## src/rtl/pwb_pkg.sv

```systemverilog
package pwb_pkg;
  typedef enum logic [1:0] {
    LK_LOCKED = 2'd0,
    LK_STEP1  = 2'd1,
    LK_OPEN   = 2'd2
  } lock_e;

  localparam logic TGT_ARR = 1'b0;
  localparam logic TGT_CTL = 1'b1;
endpackage

```

## src/rtl/pwb_col_ctr.sv

```systemverilog
module pwb_col_ctr #(
  parameter int ARR_PG = 128,
  parameter int CTL_PG = 8,
  localparam int COL_W = $clog2(ARR_PG)
) (
  input  logic             clk_i,
  input  logic             rst_ni,
  input  logic             tgt_i,
  input  logic             load_i,
  input  logic [COL_W-1:0] load_col_i,
  input  logic             adv_i,
  output logic [COL_W-1:0] col_o
);
  logic [COL_W-1:0] mask, col_q;

  assign mask  = tgt_i ? COL_W'(CTL_PG - 1) : COL_W'(ARR_PG - 1);
  assign col_o = col_q;

  always_ff @(posedge clk_i or negedge rst_ni) begin
    if (!rst_ni)     col_q <= '0;
    else if (load_i) col_q <= load_col_i;
    else if (adv_i)  col_q <= (col_q + COL_W'(1)) & mask;
  end

  AST_COL_IN_PAGE: assert property (@(posedge clk_i) disable iff (!rst_ni)
    (tgt_i && !load_i) |=> (col_q < COL_W'(CTL_PG)));
endmodule

```

## src/rtl/pwb_page_buf.sv

```systemverilog
module pwb_page_buf #(
  parameter int DEPTH = 128,
  parameter int DW    = 8,
  localparam int COL_W = $clog2(DEPTH)
) (
  input  logic             clk_i,
  input  logic             rst_ni,
  input  logic             clear_i,
  input  logic             wr_i,
  input  logic [COL_W-1:0] wr_col_i,
  input  logic [DW-1:0]    wr_data_i,
  input  logic [COL_W-1:0] rd_col_i,
  output logic [DW-1:0]    rd_data_o,
  output logic             rd_dirty_o
);
  logic [DW-1:0]    mem_q [DEPTH];
  logic [DEPTH-1:0] dirty_q;

  for (genvar g = 0; g < DEPTH; g++) begin : g_col
    always_ff @(posedge clk_i or negedge rst_ni) begin
      if (!rst_ni)                                      dirty_q[g] <= 1'b0;
      else if (clear_i)                                 dirty_q[g] <= 1'b0;
      else if (wr_i && wr_col_i == COL_W'(g))           dirty_q[g] <= 1'b1;
    end
    always_ff @(posedge clk_i) begin
      if (wr_i && wr_col_i == COL_W'(g)) mem_q[g] <= wr_data_i;
    end
  end

  assign rd_data_o  = mem_q[rd_col_i];
  assign rd_dirty_o = dirty_q[rd_col_i];

  AST_WR_MARKS_DIRTY: assert property (@(posedge clk_i) disable iff (!rst_ni)
    (wr_i && !clear_i) |=> dirty_q[$past(wr_col_i)]);
endmodule

```

## src/rtl/pwb_lock.sv

```systemverilog
module pwb_lock
  import pwb_pkg::*;
#(
  parameter logic [7:0] KEY1 = 8'h02,
  parameter logic [7:0] KEY2 = 8'h06
) (
  input  logic       clk_i,
  input  logic       rst_ni,
  input  logic       upd_i,
  input  logic [7:0] val_i,
  output lock_e      st_o
);
  lock_e st_q;

  always_ff @(posedge clk_i or negedge rst_ni) begin
    if (!rst_ni) st_q <= LK_LOCKED;
    else if (upd_i) begin
      if (val_i == KEY1)                        st_q <= LK_STEP1;
      else if (val_i == KEY2 && st_q == LK_STEP1) st_q <= LK_OPEN;
      else                                      st_q <= LK_LOCKED;
    end
  end

  assign st_o = st_q;

  AST_OPEN_VIA_STEP: assert property (@(posedge clk_i) disable iff (!rst_ni)
    (st_q == LK_OPEN && $past(st_q) != LK_OPEN) |-> $past(st_q) == LK_STEP1);
  AST_LOCK_HOLDS: assert property (@(posedge clk_i) disable iff (!rst_ni)
    !upd_i |=> $stable(st_q));
endmodule

```

## src/rtl/pwb_commit_scan.sv

```systemverilog
module pwb_commit_scan #(
  parameter int ARR_PG = 128,
  parameter int ADDR_W = 12,
  localparam int COL_W = $clog2(ARR_PG)
) (
  input  logic              clk_i,
  input  logic              rst_ni,
  input  logic              go_i,
  input  logic [COL_W-1:0]  last_col_i,
  input  logic [ADDR_W-1:0] base_i,
  input  logic              tgt_i,
  output logic [COL_W-1:0]  rd_col_o,
  input  logic [7:0]        rd_data_i,
  input  logic              rd_dirty_i,
  output logic              busy_o,
  output logic              cm_valid_o,
  output logic              cm_tgt_o,
  output logic [ADDR_W-1:0] cm_addr_o,
  output logic [7:0]        cm_data_o
);
  logic             scan_q, vld_q, tgt_q;
  logic [COL_W-1:0] idx_q;
  logic [ADDR_W-1:0] addr_q;
  logic [7:0]       data_q;

  always_ff @(posedge clk_i or negedge rst_ni) begin
    if (!rst_ni) begin
      scan_q <= 1'b0;
      idx_q  <= '0;
      vld_q  <= 1'b0;
      tgt_q  <= 1'b0;
      addr_q <= '0;
      data_q <= '0;
    end else begin
      vld_q <= scan_q && rd_dirty_i;
      if (go_i) begin
        scan_q <= 1'b1;
        idx_q  <= '0;
      end else if (scan_q) begin
        tgt_q  <= tgt_i;
        addr_q <= base_i | ADDR_W'(idx_q);
        data_q <= rd_data_i;
        if (idx_q == last_col_i) scan_q <= 1'b0;
        else                     idx_q  <= idx_q + COL_W'(1);
      end
    end
  end

  assign rd_col_o   = idx_q;
  assign busy_o     = scan_q | vld_q;
  assign cm_valid_o = vld_q;
  assign cm_tgt_o   = tgt_q;
  assign cm_addr_o  = addr_q;
  assign cm_data_o  = data_q;

  AST_CM_AFTER_SCAN: assert property (@(posedge clk_i) disable iff (!rst_ni)
    cm_valid_o |-> $past(scan_q));
  AST_NO_GO_BUSY: assert property (@(posedge clk_i) disable iff (!rst_ni)
    go_i |-> !busy_o);
endmodule

```

## src/rtl/page_write_ctrl.sv

```systemverilog
module page_write_ctrl
  import pwb_pkg::*;
#(
  parameter int          ARR_PG      = 128,
  parameter int          CTL_PG      = 8,
  parameter int          ADDR_W      = 12,
  parameter logic [11:0] STATUS_ADDR = 12'h03F,
  localparam int         COL_W       = $clog2(ARR_PG)
) (
  input  logic              clk_i,
  input  logic              rst_ni,
  input  logic              start_i,
  input  logic              tgt_i,
  input  logic [ADDR_W-1:0] addr_i,
  input  logic              byte_valid_i,
  input  logic [7:0]        byte_i,
  input  logic              stop_i,
  input  logic [ADDR_W-1:0] prot_lo_i,
  input  logic [ADDR_W-1:0] prot_hi_i,
  output logic              ack_o,
  output logic [COL_W-1:0]  col_o,
  output logic              lock_o,
  output logic              busy_o,
  output logic              cm_valid_o,
  output logic              cm_tgt_o,
  output logic [ADDR_W-1:0] cm_addr_o,
  output logic [7:0]        cm_data_o
);
  localparam logic [COL_W-1:0] ARR_LAST = COL_W'(ARR_PG - 1);
  localparam logic [COL_W-1:0] CTL_LAST = COL_W'(CTL_PG - 1);

  logic              active_q, tgt_q, any_q, hit_q, stat_q, ack_q;
  logic [ADDR_W-1:0] base_q, wr_addr, start_mask;
  logic [7:0]        first_q;
  logic [COL_W-1:0]  col, rd_col, start_col, last_col;
  logic [7:0]        rd_data;
  logic              rd_dirty, busy;
  logic              take_start, take_byte, end_tx, hit_now, go, lock_upd;
  lock_e             lock_st;

  assign take_start = start_i && !busy && !stop_i;
  assign take_byte  = byte_valid_i && active_q && !busy && !stop_i && !start_i;
  assign end_tx     = stop_i && active_q;

  assign start_mask = tgt_i ? ADDR_W'(CTL_PG - 1) : ADDR_W'(ARR_PG - 1);
  assign start_col  = COL_W'(addr_i & start_mask);
  assign last_col   = tgt_q ? CTL_LAST : ARR_LAST;
  assign wr_addr    = base_q | ADDR_W'(col);
  assign hit_now    = (tgt_q == TGT_ARR) && (wr_addr >= prot_lo_i) && (wr_addr <= prot_hi_i);

  // commit only if bytes loaded and neither protection nor lock blocks it
  assign go = end_tx && any_q &&
              !((tgt_q == TGT_ARR) && hit_q) &&
              !((tgt_q == TGT_CTL) && !stat_q && lock_st != LK_OPEN);
  assign lock_upd = end_tx && stat_q && any_q;

  always_ff @(posedge clk_i or negedge rst_ni) begin
    if (!rst_ni) begin
      active_q <= 1'b0;
      tgt_q    <= TGT_ARR;
      base_q   <= '0;
      any_q    <= 1'b0;
      hit_q    <= 1'b0;
      stat_q   <= 1'b0;
      first_q  <= '0;
      ack_q    <= 1'b0;
    end else begin
      ack_q <= take_byte;
      if (take_start) begin
        active_q <= 1'b1;
        tgt_q    <= tgt_i;
        base_q   <= addr_i & ~start_mask;
        any_q    <= 1'b0;
        hit_q    <= 1'b0;
        stat_q   <= (tgt_i == TGT_CTL) && (addr_i == ADDR_W'(STATUS_ADDR));
      end else if (end_tx) begin
        active_q <= 1'b0;
      end else if (take_byte) begin
        any_q <= 1'b1;
        hit_q <= hit_q | hit_now;
        if (!any_q) first_q <= byte_i;
      end
    end
  end

  pwb_col_ctr #(.ARR_PG(ARR_PG), .CTL_PG(CTL_PG)) u_col (
    .clk_i, .rst_ni,
    .tgt_i      (tgt_q),
    .load_i     (take_start),
    .load_col_i (start_col),
    .adv_i      (take_byte),
    .col_o      (col)
  );

  pwb_page_buf #(.DEPTH(ARR_PG), .DW(8)) u_buf (
    .clk_i, .rst_ni,
    .clear_i    (take_start),
    .wr_i       (take_byte),
    .wr_col_i   (col),
    .wr_data_i  (byte_i),
    .rd_col_i   (rd_col),
    .rd_data_o  (rd_data),
    .rd_dirty_o (rd_dirty)
  );

  pwb_lock u_lock (
    .clk_i, .rst_ni,
    .upd_i (lock_upd),
    .val_i (first_q),
    .st_o  (lock_st)
  );

  pwb_commit_scan #(.ARR_PG(ARR_PG), .ADDR_W(ADDR_W)) u_scan (
    .clk_i, .rst_ni,
    .go_i       (go),
    .last_col_i (last_col),
    .base_i     (base_q),
    .tgt_i      (tgt_q),
    .rd_col_o   (rd_col),
    .rd_data_i  (rd_data),
    .rd_dirty_i (rd_dirty),
    .busy_o     (busy),
    .cm_valid_o,
    .cm_tgt_o,
    .cm_addr_o,
    .cm_data_o
  );

  assign ack_o  = ack_q;
  assign col_o  = col;
  assign lock_o = (lock_st == LK_OPEN);
  assign busy_o = busy;

  AST_ACK_FOLLOWS_BYTE: assert property (@(posedge clk_i) disable iff (!rst_ni)
    ack_o |-> $past(byte_valid_i && active_q));
  AST_NO_ACK_BUSY: assert property (@(posedge clk_i) disable iff (!rst_ni)
    busy_o |-> !ack_o);
  AST_NO_CM_OPEN_TX: assert property (@(posedge clk_i) disable iff (!rst_ni)
    active_q |-> !cm_valid_o);
  AST_EMPTY_NO_BUSY: assert property (@(posedge clk_i) disable iff (!rst_ni)
    (end_tx && !any_q) |=> !busy_o);
  AST_CM_IN_PAGE: assert property (@(posedge clk_i) disable iff (!rst_ni)
    cm_valid_o |-> (cm_addr_o & ~(cm_tgt_o ? ADDR_W'(CTL_PG - 1) : ADDR_W'(ARR_PG - 1))) == base_q);
endmodule

```

## config.mk

```make
export PLATFORM = sky130hd
export DESIGN_NAME = page_write_ctrl
export DESIGN_NICKNAME = d
export VERILOG_FILES = /design/src/rtl/pwb_pkg.sv /design/src/rtl/pwb_col_ctr.sv /design/src/rtl/pwb_page_buf.sv /design/src/rtl/pwb_lock.sv /design/src/rtl/pwb_commit_scan.sv /design/src/rtl/page_write_ctrl.sv
export SDC_FILE = /design/constraint.sdc
export NUM_CORES = 1
export LEC_CHECK = 0
export BUFFER_PORTS_ARGS = -buffer_cell sky130_fd_sc_hd__buf_2
export CAP_MARGIN = 40
export CORE_AREA = 5 5 289 291
export CTS_CLUSTER_DIAMETER = 150
export DETAILED_ROUTE_END_ITERATION = 8
export DIE_AREA = 0 0 294 296
export PLACE_DENSITY = 0.76
export SLEW_MARGIN = 0
export SYNTH_ARGS = -nofsm -noshare
export SYNTH_HDL_FRONTEND = slang
export SYNTH_SLANG_ARGS = --single-unit
```

## constraint.sdc

```tcl
create_clock -name clk_i -period 3.65 [get_ports clk_i]
set_clock_uncertainty 0.15 [all_clocks]
set_input_delay 0.1825 -clock clk_i [delete_from_list [all_inputs] [get_ports clk_i]]
set_output_delay 0.1825 -clock clk_i [all_outputs]
set_load 0.005 [all_outputs]
```

==> results.py, run 1 <==
metrics = {
    "clocking": {
        "cts-root-buf": "clkbuf_16",
        "clock_sinks": 1214,
        "cts.repair.resized": 0,
        "numCtsBuffers": 115,
        "clk_latency_ns": 0.69,
        "post_cts_buffers": 0,
        "clkSlewWorstSetupHoldPaths_ns": 0.06,
        "cts_tree": "yes",
        "cts_hold_buf": 35,
        "clockBufferDepth": 3,
        "ctsHtreeMaxLevel": 3,
    },
    "timing": {
        "hold_slack_ns": -0.00329,
        "finalMaxSlewViolations": 0,
        "hold_viol": 2,
        "post-route-min-period_ns": 3.42,
        "min_period_over_period_pct": 93.6,
        "tightest_slew_ns": 1.03,
        "max_slew_margin_pct": 31.3,
        "setup_viol": 0,
        "rsz0062_at_grt": "false",
        "clock.fmax_mhz": 293,
        "setup_tns_ns": 0,
    },
    "power": {
        "power_density_mw_per_mm2": 697,
        "clkPwrFrac_pct": 30.6,
        "power_mw": 38.5,
        "p_int_mw": 26.9,
        "p_sw_mw": 11.6,
        "sw_frac_of_total_pct": 30.1,
        "p_leak_nw": 19.4,
        "combPwrFrac_pct": 27.9,
        "vdd_drop_max_uv": 685,
        "seq_power_share_pct": 41.4,
    },
    "synth": {
        "yosys_warnings": 0,
        "seq_area_frac_synth_pct": 74.0,
        "avgSynthCellArea_sq_um": 19.6,
        "synth_edf_count": 1024,
        "synthTopCellsByArea": "edfxtp_1 64%, mux4_2 15%, dfrtp_1 9.9%",
        "synth-main-ff-cell": "edfxtp_1",
        "synthArstFlopShare_pct": 15.7,
        "synth-seq-cells": 1214,
        "synth_cell_types": 59,
        "syn_inst": 2447,
        "yosysTopAreaCell": "edfxtp_1",
        "synth_top_area_share_pct": 64.1,
        "syn_area_sq_mm": 0.0480,
        "syn-num-nets": 2526,
    },
    "worst_setup_path": {
        "r2r_cells": 8,
        "r2r_slack_ns": 0.23,
        "cp.arrival_ns": 3.82,
        "cp-start-kind": "register",
        "critPathMaxFanout": 36,
        "worstPathRequired_ns": 4.06,
        "r2r_end": "u_scan.cm_data_o[4]",
        "reg2reg_from": "u_scan.rd_col_o[0]",
        "crit_path_end_kind": "register",
        "critical_path_class": "reg -> reg",
        "cp-startpoint": "u_scan.rd_col_o[0]",
        "endpoint": "u_scan.cm_data_o[4]",
    },
    "die": {
        "dieArea_sq_mm": 0.0870,
        "die_h_um": 296,
        "pin_count": 82,
        "initial_core_util_pct": 59.8,
        "core_sq_mm": 0.0803,
        "rows": 104,
        "die_w_um": 294,
    },
    "global_route": {
        "antenna_found_initial": 0,
        "grt_pass1_wl_mm": 179,
        "grt_max_degree": 117,
        "first_global_vias": 26800,
        "grt_usage_pct": 28.0,
        "overflow": 0,
    },
    "layout": {
        "insertedDiodeCount": 0,
        "fillCellCount": 4777,
        "seq_area_sq_mm": 0.0355,
        "layout.nets": 2866,
        "final_core_utilization_pct": 68.8,
        "multiInputGateArea_sq_mm": 0.0117,
        "drive_above_1_share_pct": 29.3,
        "syn2layout_area_growth_pct": 15.2,
    },
    "detailed_routing": {
        "wire_per_inst_um": 30.6,
        "ant_nets": 0,
        "drt-vias-per-instance": 6.65,
        "drt_iter0_drc": 3306,
        "drcViolationCount": 0,
        "routed_wl_mm": 121,
        "drtPass1Iterations": 8,
        "vias": 26300,
    },
    "outcome": {
        "outcome": "complete, but fails checks",
        "violations": "hold timing",
    },
    "worst_hold_path": {
        "hold_class": "in -> reg",
    },
    "placed_design": {
        "numPortBuffers": 81,
        "place_congestion": 0.892,
        "place_hpwl_mm": 75.0,
    },
    "flow_run": {
        "drv_cap": 0,
    },
}
[power groups by stage]
stage	clock network (mW)	logic, mW	registers (mW)
global route	12.5	11.4	16.0
global placement	0	10.4	16.2
CTS	11.9	10.8	15.9
finish	11.8	10.8	16.0
detailed placement	0	10.6	16.2
floorplan	0	7.21	15.8
[registers in the layout, indices dropped and copies added (netlist names), 2 cells and up]
signal / cells
u_buf.mem_q: 1024
u_scan.cm_addr_o: 12
u_col.col_o: 7
base_q: 9
u_buf.dirty_q: 128
u_lock.st_o: 2
first_q: 8
u_scan.cm_data_o: 8
u_scan.rd_col_o: 7
[routing by layer]
layer / wire [um] / vias to the layer above / part of all wire, % / GRT usage (%)
li1: - / 10600 / - / -
met1: 44600 / 13700 / 37 / 39.4
met2: 58200 / 1737 / 48 / 44.8
met3: 14200 / 241 / 12 / 7.12
met4: 3900 / 0 / 3.2 / 8.33
met5: 0 / - / 0 / 0
[cells in the final DEF, fill, tap and decap left out, types with 12 or more instances in the layout]
| cell type | n |
|---|---|
| edfxtp_1 | 1024 |
| mux4_2 | 318 |
| buf_4 | 233 |
| nor2_1 | 225 |
| dfrtp_1 | 186 |
| clkbuf_16 | 117 |
| o21a_1 | 97 |
| nand2_1 | 96 |
| buf_2 | 72 |
| dlygate4sd3_1 | 35 |
| inv_1 | 32 |
| clkbuf_1 | 32 |
| o21ai_0 | 31 |
| ha_1 | 29 |
| clkinv_2 | 28 |
| mux2i_1 | 26 |
| a22oi_1 | 26 |
| a21oi_1 | 25 |
| a221oi_1 | 20 |
| a22o_1 | 18 |
| buf_12 | 17 |
| clkbuf_8 | 16 |
| mux2_2 | 12 |
| clkinv_1 | 12 |
[cell usage after synthesis, types with 5 or more instances]
cell and instances:
a21oi_1 25, buf_6 11, dfrtp_1 190, or2_2 7
o21ai_0 31, inv_1 32, nand2_1 96, buf_4 19
and3_1 6, nand3_1 8, o31ai_1 5, a21o_1 10
mux2i_1 26, ha_1 29, buf_2 25, nand2b_1 5
a211oi_1 8, edfxtp_1 1024, clkbuf_1 65, o22ai_1 11
nand4_1 9, nor2_1 226, nor2b_1 5, nor3_1 11
mux2_2 12, a22oi_1 26, mux4_2 318, nand3b_1 6
a221oi_1 20, a22o_1 18, o211ai_1 5, buf_1 17
o21a_1 97, nor3b_1 5
[kinds of logic (layout without fill, tap and decap cells)]
group | after synthesis | after routing | synth area share (%)
XOR/XNOR | 5 | 5 | 0.0913
AO/OA/AOI/OAI | 276 | 276 | 4.15
flip-flops | 1214 | 1214 | 74.0
buffers and inverters | 169 | 612 | 1.71
multiplexers | 356 | 356 | 15.8
adder cells (fa/ha/maj) | 29 | 29 | 0.756
AND/OR/NAND/NOR | 398 | 398 | 3.53
[worst min-delay path by stage]
stage,from,endpoint,slack [ns],depth (start not counted)
5_1_grt,byte_i[3],u_buf.mem_q[54][3],0.02,1
3_5_place_dp,rst_ni,u_buf.dirty_q[125],0.22,1
2_1_floorplan,rst_ni,ack_o,-0.26,0
3_3_place_gp,rst_ni,u_buf.dirty_q[124],0.20,1
4_1_cts,byte_i[3],u_buf.mem_q[86][3],0.0004,1
6_report,byte_i[3],u_buf.mem_q[54][3],-0.003,1
[area by class of cell]
type / count / share of cell area (%)
clock buffers: 165 / 5.91
clock inverters: 55 / 0.910
inverters: 32 / 0.217
multi-input cells: 1064 / 21.1
flip-flops and latches: 1214 / 64.3
well taps: 1060 / 2.40
repair buffers: 360 / 5.19
[critical path, stage by stage, from the launching register on]
cell and delay, ns:
dfrtp_4 0.55, buf_12 0.22, buf_12 0.29, mux4_2 0.54, a22o_1 0.28, a221oi_1 0.60
o22ai_1 0.26, nor3_1 0.24, o31ai_1 0.12
[through the flow]
stage	hold slack [ns]	setup slack (ns)	instances	instance area, sq um
after floorplan	-0.263	1.01	2447	48000
after global placement	0.200	0.347	3692	51100
after detailed placement	0.222	0.288	3695	51100
after CTS	0.000414	0.271	3950	55300
after global routing	0.0188	0.102	3950	55300
final	-0.00329	0.235	3950	55300
Note: power is estimated with default switching activity, not from simulation.
==> run 2: changes to the inputs <==
ABC_AREA = 1   (was default)
CORE_AREA = 5 5 301 303   (was 5 5 289 291)
DIE_AREA = 0 0 306 308   (was 0 0 294 296)
==> run 2 against run 1 <==
Utilization down 1.7 points. Highest routed layer unchanged. Clock-buffer cell count is 2 lower. Worst setup slack worse by 0.073 ns. Register-to-register slack worse by 0.07 ns. Area after synthesis is 8.5% higher. The run now ends clean. First-iteration DRC count is 48% higher. Critical endpoint is now u_buf.mem_q[19][0]. Wire length is 14% higher. Sequential share of layout area is 3.9 points lower. Clock power rose by 6%. Sequential power barely moved. Worst hold slack improved by 0.11 ns.
==> results.py, run 2 <==
metrics = {
    "die": {
        "dieArea_sq_mm": 0.0942,
        "rows": 109,
        "pin_count": 82,
        "initial_core_util_pct": 59.4,
        "die_w_um": 306,
        "die_h_um": 308,
        "core_sq_mm": 0.0877,
    },
    "timing": {
        "setup_viol": 0,
        "min_period_over_period_pct": 95.6,
        "max_slew_margin_pct": 39.5,
        "finalMaxSlewViolations": 0,
        "post-route-min-period_ns": 3.49,
        "rsz0062_at_grt": "false",
        "setup_tns_ns": 0,
        "worst_slack_ns": 0.161,
        "hold_viol": 0,
        "clock.fmax_mhz": 287,
        "tightest_slew_ns": 0.901,
    },
    "placed_design": {
        "dp_cells": 6203,
        "place_hpwl_mm": 81.2,
        "place_congestion": 0.933,
        "pre_cts_ws_ns": 0.645,
        "numPortBuffers": 81,
    },
    "power": {
        "p_sw_mw": 16.3,
        "combPwrFrac_pct": 34.3,
        "p_int_mw": 26.9,
        "power_mw": 43.1,
        "power_density_mw_per_mm2": 733,
        "seq_power_share_pct": 36.7,
        "vdd_drop_max_uv": 892,
        "p_leak_nw": 23.8,
        "sw_frac_of_total_pct": 37.7,
        "clkPwrFrac_pct": 29.0,
    },
    "synth": {
        "synthArstFlopShare_pct": 15.7,
        "avgSynthCellArea_sq_um": 10.4,
        "ys_top_cells_by_count": "1,160 x nand2_1, 1,024 x edfxtp_1, 967 x nor2_1",
        "synth-main-ff-cell": "edfxtp_1",
        "synth-seq-cells": 1214,
        "synthTopCellsByArea": "edfxtp_1 59%, dfrtp_1 9.1%, nand2_1 8.4%",
        "seq_area_frac_synth_pct": 68.2,
        "yosysTopAreaCell": "edfxtp_1",
        "yosysMostFrequentCell": "nand2_1",
        "yosys_warnings": 0,
        "synth_top_area_share_pct": 59.0,
        "synth_cell_types": 40,
        "syn-num-nets": 5089,
        "synth_edf_count": 1024,
        "syn_inst": 5010,
        "syn_area_sq_mm": 0.0521,
    },
    "layout": {
        "syn2layout_area_growth_pct": 13.0,
        "seq_area_sq_mm": 0.0355,
        "layout.nets": 5272,
        "stdcell_count": 6464,
        "largest_reg_flops": 1024,
        "final_core_utilization_pct": 67.1,
        "most-common-layout-cells": "1,160 x nand2_1, 1,024 x edfxtp_1, 967 x nor2_1",
        "final_common_cell": "nand2_1",
        "fillCellCount": 6202,
        "largest-register": "u_buf.mem_q",
        "drive_above_1_share_pct": 9.74,
        "multiInputGateArea_sq_mm": 0.0135,
    },
    "detailed_routing": {
        "drcViolationCount": 0,
        "drt-vias-per-instance": 5.77,
        "ant_nets": 0,
        "drt_iter0_drc": 4907,
        "routed_wl_mm": 138,
        "drtPass1Iterations": 6,
        "wire_per_inst_um": 21.4,
        "vias": 37300,
    },
    "worst_setup_path": {
        "crit_chain": "nor2_1 > nand4_2 > dlygate4sd3_1 > buf_4 > nor2_1 > nand2_1 > buf_4 > nor2_1 > buf_4",
        "r2r_slack_ns": 0.16,
        "crit_buf_inv": 4,
        "reg2reg_from": "u_scan.scan_q",
        "crit_path_top_delay_cell": "dlygate4sd3_1",
        "r2r_cells": 9,
        "cp-startpoint": "u_scan.scan_q",
        "cp_top_family": "buffers and inverters",
        "worstPathRequired_ns": 3.89,
        "r2r_end": "u_buf.mem_q[19][0]",
        "slowest_delay_ns": 0.62,
        "path_depth": 9,
        "endpoint": "u_buf.mem_q[19][0]",
        "cp-start-kind": "register",
        "critPathMaxFanout": 9,
        "crit_path_end_kind": "register",
        "critical_path_class": "reg -> reg",
        "cp.arrival_ns": 3.73,
    },
    "clocking": {
        "cts-root-buf": "clkbuf_16",
        "clk_latency_ns": 0.72,
        "cts_hold_buf": 36,
        "cts_tree": "yes",
        "ctsHtreeMaxLevel": 3,
        "clockBufferDepth": 3,
        "clkSlewWorstSetupHoldPaths_ns": 0.06,
        "cts.repair.resized": 0,
        "post_cts_buffers": 0,
        "clock_sinks": 1214,
        "numCtsBuffers": 117,
    },
    "global_route": {
        "overflow": 0,
        "grt_usage_pct": 29.1,
        "grt_pass1_wl_mm": 212,
        "grt_max_degree": 160,
        "antenna_found_initial": 4,
        "first_global_vias": 36200,
    },
    "outcome": {
        "outcome": "completed",
    },
    "flow_run": {
        "drv_cap": 0,
    },
    "worst_hold_path": {
        "hold_class": "in -> reg",
    },
}
==> run 2: cell types whose count changed after synthesis, sizes merged, moves of 72 or more <==
cell   previous run  this run
inv              32       422
nand3             8       364
o21ai            32       358
nor2            226       970
o21a             97        25
buf              72       213
nand2            96      1162
mux4            318         0
==> run 2: per-layer routing <==
layer | part of all wire, % | GRT usage (%) | vias to the layer above
li1 | - | - | 17000
met1 | 38 | 40.0 | 17800
met2 | 46 | 46.0 | 2140
met3 | 11 | 6.17 | 339
met4 | 4.4 | 11.8 | 0
met5 | 0 | 0 | -
==> run 2: logic make-up (layout without fill, tap and decap cells) <==
| logic type | Yosys count | after routing | share of synthesized area [%] |
|---|---|---|---|
| AO/OA/AOI/OAI | 539 | 539 | 5.65 |
| other | 0 | 1 | 0 |
| AND/OR/NAND/NOR | 2535 | 2535 | 19.4 |
| XOR/XNOR | 1 | 1 | 0.0168 |
| adder cells (fa/ha/maj) | 29 | 29 | 0.697 |
| buffers and inverters | 686 | 974 | 5.97 |
| multiplexers | 6 | 6 | 0.130 |
| flip-flops | 1214 | 1214 | 68.2 |
==> run 2: layout make-up <==
| cell class | instances | share of cell area (%) |
|---|---|---|
| timing repair buffer | 327 | 4.74 |
| clock inverter | 61 | 1.16 |
| inverter | 423 | 2.72 |
| antenna | 1 | 0.00425 |
| multi-input combinational | 3110 | 22.9 |
| sequential | 1214 | 60.3 |
| clock buffer | 163 | 5.68 |
| tap | 1165 | 2.48 |
==> run 2: worst register-to-register path, delay by kind of cell, from the launching register on <==
kind	cells	cell delay (ns)
buffers and inverters	4	1.36
AND/OR/NAND/NOR	5	1.21
flip-flops	1	0.43
==> run 2: metrics by stage <==
stage                     hold WS [ns]  cell area [sq um]
after CTS                       0.0758              58900
after global placement        -0.00809              54500
after floorplan                 -0.263              52100
after detailed placement      -0.00184              54500
final                            0.110              58900
after global routing             0.144              58900
==> run 2: how the worst min path moves through the flow <==
stage | startpoint | slack (ns) | cells after the start | to
floorplan | rst_ni | -0.26 | 0 | ack_o
global placement | rst_ni | -0.008 | 1 | u_buf.dirty_q[61]
detailed placement | rst_ni | -0.002 | 1 | u_buf.dirty_q[61]
CTS | addr_i[11] | 0.08 | 4 | base_q[11]
global route | addr_i[9] | 0.14 | 4 | base_q[9]
finish | addr_i[11] | 0.11 | 4 | base_q[11]
==> run 2: power groups by stage <==
stage,Sequential (mW),Clock [mW],Combinational (mW)
global placement,16.1,0,14.0
global route,15.9,13.2,16.1
finish,15.8,12.5,14.8
floorplan,15.8,0,9.84
detailed placement,16.1,0,14.3
CTS,15.8,12.6,14.5
